**config.mk**
```make
export PLATFORM = sky130hd
export DESIGN_NAME = blkpush_seq
export DESIGN_NICKNAME = d
export VERILOG_FILES = /design/src/rtl/blkpush_pkg.sv /design/src/rtl/blkpush_decode.sv /design/src/rtl/blkpush_prienc.sv /design/src/rtl/blkpush_seq.sv
export SDC_FILE = /design/constraint.sdc
export NUM_CORES = 1
export LEC_CHECK = 0
export BUFFER_PORTS_ARGS = -buffer_cell sky130_fd_sc_hd__buf_2
export CORE_MARGIN = 2
export CORE_UTILIZATION = 25
export DETAILED_ROUTE_END_ITERATION = 8
export GPL_ROUTABILITY_DRIVEN = 0
export SKIP_LAST_GASP = 1
export SYNTH_ARGS = -nofsm -noshare
export SYNTH_HDL_FRONTEND = slang
export SYNTH_HIERARCHICAL = 1
export SYNTH_SLANG_ARGS = --single-unit
```
**constraint.sdc**
```tcl
create_clock -name clk -period 2.75 [get_ports clk]
set_input_delay 0.1375 -clock clk [delete_from_list [all_inputs] [get_ports clk]]
set_output_delay 0.1375 -clock clk [all_outputs]
set_load 0.005 [all_outputs]
```
**src/rtl/blkpush_pkg.sv**
```systemverilog
package blkpush_pkg;
  localparam int REG_CNT   = 16;
  localparam int REG_IDX_W = $clog2(REG_CNT);
  localparam int CNT_W     = REG_IDX_W + 1;

  typedef enum logic [2:0] {
    ST_IDLE,
    ST_STORE,
    ST_FINISH,
    ST_SKIP,
    ST_REJECT
  } seq_state_t;

  typedef struct packed {
    logic               is_push;
    logic [REG_CNT-1:0] mask;
    logic [CNT_W-1:0]   count;
  } decode_t;
endpackage

```
**src/rtl/blkpush_decode.sv**
```systemverilog
module blkpush_decode
  import blkpush_pkg::*;
(
  input  logic [31:0] insn_i,
  input  logic        fmt_compact_i,
  output decode_t     dec_o
);
  localparam logic [11:0] WIDE_FIXED   = 12'h92D;
  localparam logic [15:0] COMPACT_HIGH = 16'hE92D;

  logic               wide_ok;
  logic               compact_ok;
  logic               fmt_ok;
  logic [REG_CNT-1:0] wide_mask;
  logic [REG_CNT-1:0] compact_mask;
  logic [REG_CNT-1:0] sel_mask;
  logic [CNT_W-1:0]   pop;

  // 32-bit conditional form: never-condition is excluded
  assign wide_ok   = (insn_i[31:28] != 4'hF) && (insn_i[27:16] == WIDE_FIXED);
  assign wide_mask = insn_i[15:0];

  // compact form: r13 and the P bit must be clear
  assign compact_ok   = (insn_i[31:16] == COMPACT_HIGH) && !insn_i[15] && !insn_i[13];
  assign compact_mask = {1'b0, insn_i[14], 1'b0, insn_i[12:0]};

  assign fmt_ok   = fmt_compact_i ? compact_ok : wide_ok;
  assign sel_mask = fmt_compact_i ? compact_mask : wide_mask;

  always_comb begin
    pop = '0;
    for (int i = 0; i < REG_CNT; i++) begin
      pop = pop + CNT_W'(sel_mask[i]);
    end
  end

  assign dec_o.mask    = sel_mask;
  assign dec_o.count   = pop;
  assign dec_o.is_push = fmt_ok && (pop > CNT_W'(1));
endmodule

```
**src/rtl/blkpush_prienc.sv**
```systemverilog
module blkpush_prienc #(
  parameter int W  = 16,
  parameter int IW = $clog2(W)
) (
  input  logic [W-1:0]  vec_i,
  output logic [IW-1:0] idx_o,
  output logic [W-1:0]  onehot_o,
  output logic          any_o
);
  // lowest set bit wins: scan from the top so lower indices overwrite
  always_comb begin
    idx_o = '0;
    for (int i = W - 1; i >= 0; i--) begin
      if (vec_i[i]) idx_o = IW'(i);
    end
  end

  // isolate lowest set bit
  assign onehot_o = vec_i & (~vec_i + W'(1));
  assign any_o    = |vec_i;
endmodule

```
**src/rtl/blkpush_seq.sv**
```systemverilog
module blkpush_seq
  import blkpush_pkg::*;
#(
  parameter int DATA_W = 32,
  parameter int ADDR_W = 32
) (
  input  logic                  clk,
  input  logic                  rst_n,
  input  logic                  start_i,
  input  logic [31:0]           insn_i,
  input  logic                  fmt_compact_i,
  input  logic                  cond_pass_i,
  input  logic [ADDR_W-1:0]     sp_i,
  output logic [REG_IDX_W-1:0]  rf_idx_o,
  input  logic [DATA_W-1:0]     rf_data_i,
  output logic                  mem_req_o,
  output logic [ADDR_W-1:0]     mem_addr_o,
  output logic [DATA_W-1:0]     mem_wdata_o,
  output logic [DATA_W/8-1:0]   mem_be_o,
  input  logic                  mem_rdy_i,
  output logic                  sp_we_o,
  output logic [ADDR_W-1:0]     sp_wdata_o,
  output logic                  done_o,
  output logic                  not_push_o,
  output logic                  busy_o
);
  localparam int BE_W       = DATA_W / 8;
  localparam int BYTE_SHIFT = $clog2(BE_W);
  localparam logic [ADDR_W-1:0] WORD_STEP = ADDR_W'(BE_W);

  seq_state_t         state_q, state_d;
  logic [REG_CNT-1:0] mask_q, mask_d;
  logic [ADDR_W-1:0]  addr_q, addr_d;
  logic [ADDR_W-1:0]  base_q, base_d;
  logic               mask_en, addr_en, base_en;

  decode_t            dec;
  logic [REG_IDX_W-1:0] pick_idx;
  logic [REG_CNT-1:0] pick_bit;
  logic               pick_any;
  logic [REG_CNT-1:0] mask_left;
  logic [ADDR_W-1:0]  block_start;

  blkpush_decode u_decode (
    .insn_i        (insn_i),
    .fmt_compact_i (fmt_compact_i),
    .dec_o         (dec)
  );

  blkpush_prienc #(.W(REG_CNT), .IW(REG_IDX_W)) u_pick (
    .vec_i    (mask_q),
    .idx_o    (pick_idx),
    .onehot_o (pick_bit),
    .any_o    (pick_any)
  );

  // lowest address of the block, known before the first write
  assign block_start = sp_i - (ADDR_W'(dec.count) << BYTE_SHIFT);
  assign mask_left   = mask_q & ~pick_bit;

  // next-state and datapath control
  always_comb begin
    state_d = state_q;
    mask_d  = mask_q;
    addr_d  = addr_q;
    base_d  = base_q;
    mask_en = 1'b0;
    addr_en = 1'b0;
    base_en = 1'b0;
    unique case (state_q)
      ST_IDLE: begin
        if (start_i) begin
          if (!dec.is_push) begin
            state_d = ST_REJECT;
          end else if (!cond_pass_i) begin
            state_d = ST_SKIP;
          end else begin
            state_d = ST_STORE;
            mask_d  = dec.mask;
            addr_d  = block_start;
            base_d  = block_start;
            mask_en = 1'b1;
            addr_en = 1'b1;
            base_en = 1'b1;
          end
        end
      end
      ST_STORE: begin
        if (mem_rdy_i && pick_any) begin
          mask_d  = mask_left;
          addr_d  = addr_q + WORD_STEP;
          mask_en = 1'b1;
          addr_en = 1'b1;
          if (mask_left == '0) state_d = ST_FINISH;
        end
      end
      ST_FINISH: state_d = ST_IDLE;
      ST_SKIP:   state_d = ST_IDLE;
      ST_REJECT: state_d = ST_IDLE;
      default:   state_d = ST_IDLE;
    endcase
  end

  always_ff @(posedge clk or negedge rst_n) begin
    if (!rst_n) begin
      state_q <= ST_IDLE;
    end else begin
      state_q <= state_d;
    end
  end

  always_ff @(posedge clk or negedge rst_n) begin
    if (!rst_n) begin
      mask_q <= '0;
      addr_q <= '0;
      base_q <= '0;
    end else begin
      if (mask_en) mask_q <= mask_d;
      if (addr_en) addr_q <= addr_d;
      if (base_en) base_q <= base_d;
    end
  end

  assign rf_idx_o    = pick_idx;
  assign mem_req_o   = (state_q == ST_STORE);
  assign mem_addr_o  = addr_q;
  assign mem_wdata_o = rf_data_i;
  assign mem_be_o    = {BE_W{1'b1}};
  assign sp_we_o     = (state_q == ST_FINISH);
  assign sp_wdata_o  = base_q;
  assign done_o      = (state_q == ST_FINISH) || (state_q == ST_SKIP);
  assign not_push_o  = (state_q == ST_REJECT);
  assign busy_o      = (state_q != ST_IDLE);
endmodule

```
==> results.md <==
- Failing checks: negative setup slack
- Crit start category: input pin
- Final instance area: 0.00859 mm2
- H-tree levels: 3
- Int Pwr: 3.23 mW
- Cell family contributing the most delay on the critical path: adder cells
- Rows: 56
- Async S/R FF share, synth: 100%
- WP data arrival: 5.03 ns
- DR WL/cell: 17.6 um
- DR pass1 iterations: 5
- CTS tree: built
- R2r startpoint: mask_q[2]$_DFFE_PN0P_
- Reg2reg path depth: 10
- Sw Share: 38.2%
- First-pass GRT wire length: 30.7 mm
- Worst-path clk slew: 0.07 ns
- Worst-margin pin slew: 0.740 ns
- Clk buf depth: 2
- Synth Register Bits: 83
- Hold path cells: 2
- Most frequent cells in the layout: buf_2 (137), dfrtp_1 (83), buf_4 (64)
- Number of CTS-inserted buffers: 9
- Peak VDD IR: 0.000368 V
- Layout Utilization: 36.9%
- Die area: 0.0247 mm2
- Vias per cell: 4.95
- Setup TNS: -156.76 ns
- Final HPWL DP: 15.2 mm
- Hold path startpoint: insn_i[2]
- GR Overflow Total: 0
- Critical R2R Capture: mem_addr_o[16]$_DFFE_PN0P_
- Final Slew Violations: 0
- Worst-Skew Late Latency: 0.35 ns
- Cells after Synth: 694
- Root buf cell: clkbuf_16
- Number of synthesized flops with an enable pin: 0
- Pwr dens: 608 mW/mm2
- Post-synth cell types: 69
- Crit share post-route: 173%
- Starting Density: 25.2%
- GRT Total Usage: 16.3%
- Worst relative slew slack: 50.6%
- Flop pwr share: 25.7%
- DRT antenna net count: 0
- Combinational fraction of design power: 50.1%
- Clock share of power: 24.2%
- R2R setup slack: 0.24 ns
- Routed via count: 5942
- Die Wd: 157 um
- Final WS setup: -2.01 ns
- Largest net degree at the start of global routing: 45
- Peak Freq: 210 MHz
- Worst EP required: 3.01 ns
- Post-Syn Area: 0.00587 mm2
- Slowest CP cell: fa_1
- Iter 0 DRT Violations: 355
- # DRC: 0
- LEAKAGE: 4.03 nW
- Setup violators final: 83
- Register area share after synthesis: 35.4%
- Worst Clk Skew: 0.00997 ns
- Number of clock sinks: 83
- Final net count: 1000
- Die Y: 157 um
- Commonest non-fill, non-tap cell in the layout: buf_2
- Crit-path max FO: 7
- Syn Area/Cell: 8.46 um2
- Status: complete, but fails checks
- Max-cap violation count: 0
- Antenna violations before repair: 5
- RSZ-0062 raised after global routing: yes
- Vias in the first global route: 5598
- Worst path max stage delay: 0.56 ns
- Critical-path cell list: buf_6 > fa_1 > inv_2 > fa_1 > inv_2 > fa_1 > inv_2 > fa_1 > inv_2 > ha_4 > fa_2 > or3_4 > nor3_4 > nor4_4 > nand4b_1 > buf_4 > a21oi_4 > nand2_4 > buf_12 > clkbuf_16 > o211ai_1
- Most used DFF post-synth: dfrtp_1
- Net Switching: 2.00 mW
- YS warnings: 6
- Area Growth Syn to Fin: 46.4%
- Detailed Route WL: 21.2 mm
- Final Critical Period: 4.76 ns
- FILL cells: 2366
- CP Buf/Inv Count: 8
- Core area: 0.0233 mm2
- Min-Delay Path Class: in -> reg
- Hold Path End: mask_q[2]$_DFFE_PN0P_
- Fin. Hold Viols: 0
- Io pins: 211
- Share of layout cells above drive strength 1: 44.4%
- Crit. End Element: flip-flop
- Crit path kind: in -> reg
- Placed Instance Area: 0.00724 mm2
- Port-buffer cells: 142
[metal layers]
metal	track usage, %	vias to the layer above	part of all wire, %
met4	7.45	6	3.4
li1	-	2770	-
met1	20.6	2879	43
met2	25.8	232	47
met5	0	-	0.18
met3	4.52	55	6.7
[final cells by class]
class | count | area, um2 | share of cell area (%)
Multi-Input combinational cell | 484 | 3770 | 43.9
Sequential cell | 83 | 2080 | 24.2
Timing Repair Buffer | 245 | 1840 | 21.4
Tap cell | 319 | 399 | 4.65
Clock buffer | 11 | 233 | 2.71
Inverter | 53 | 206 | 2.40
Clock inverter | 5 | 62.6 | 0.728
Antenna cell | 1 | 2.50 | 0.0291
[through the flow]
stage                     hold slack (ns)  cells  total power, mW  setup WS (ns)
after floorplan                    -0.158    697             2.55          -2.11
after global placement              0.182   1154             3.44          -2.33
after detailed placement            0.187   1154             3.48          -2.37
after CTS                          0.0567   1191             5.00          -1.93
after global routing               0.0845   1201             5.55          -2.18
final                              0.0831   1201             5.22          -2.01
[worst max path at each step]
stage          cells after the start                         end       from  slack [ns]
2_1_floorplan                     18  mem_addr_o[20]$_DFFE_PN0P_  insn_i[0]       -2.11
6_report                          21   mem_addr_o[7]$_DFFE_PN0P_  insn_i[9]       -2.01
3_5_place_dp                      19  mem_addr_o[20]$_DFFE_PN0P_  insn_i[0]       -2.37
4_1_cts                           20  mem_addr_o[14]$_DFFE_PN0P_  insn_i[5]       -1.93
5_1_grt                           22  mem_addr_o[21]$_DFFE_PN0P_  insn_i[9]       -2.18
3_3_place_gp                      19  mem_addr_o[20]$_DFFE_PN0P_  insn_i[0]       -2.33
[synth_stat cells, drive strengths merged, types with 12 or more instances]
cell type / n / area, um2
a21oi: 52 / 264
a22o: 16 / 140
and3: 12 / 83.8
buf: 53 / 394
clkbuf: 24 / 90.1
dfrtp: 83 / 2080
inv: 53 / 199
nand2: 70 / 263
nand3: 23 / 115
nand4: 15 / 93.8
nor2: 49 / 184
nor3: 24 / 130
o21ai: 48 / 240
xor2: 17 / 149
[power groups by stage]
stage          logic (mW)  clock network (mW)  registers, mW
2_1_floorplan        1.22                   0           1.34
3_3_place_gp         2.09                   0           1.36
3_5_place_dp         2.12                   0           1.36
4_1_cts              2.37                1.29           1.33
5_1_grt              2.87                1.34           1.35
6_report             2.62                1.26           1.34
[state kept, by name, summed over array words and instances, names as in the netlist]
signal	flops
sp_wdata_o	32
mem_addr_o	32
state_q	3
mask_q	16
[repair_timing]
action | in CTS | in global routing
hold buffers | 3 | 0
setup buffers | 16 | 7
gates cloned | 2 | 6
gates resized for setup | 54 | 130
pin swaps | 29 | 55
endpoints found under the setup margin | 83 | 83
endpoints found under the hold margin | 43 | 0
[kinds of logic (layout without fill, tap and decap cells)]
kind of cell               after synthesis  count (layout)  share of synthesized area (%)
muxes                                    4               4                          0.746
other                                    1               5                         0.0639
xor gates and xnor gates                28              28                           4.18
adders and majority gates               22              22                           6.10
and+or+nand+nor                        256             256                           23.6
buffers and inverters                  130             314                           11.6
AOI/OAI and AO/OA                      170             170                           18.3
DFF                                     83              83                           35.4
[worst reg2reg max path, cell delays in order, from the launching register on]
cell	delay [ns]
dfrtp_1	0.53
nor4_4	0.10
and3_4	0.18
and2_4	0.17
nand2_1	0.11
nand2_1	0.10
nor2_1	0.49
buf_4	0.28
nand2_1	0.11
nor3_1	0.24
a211oi_2	0.07
Note: power is estimated with default switching activity, not from simulation.
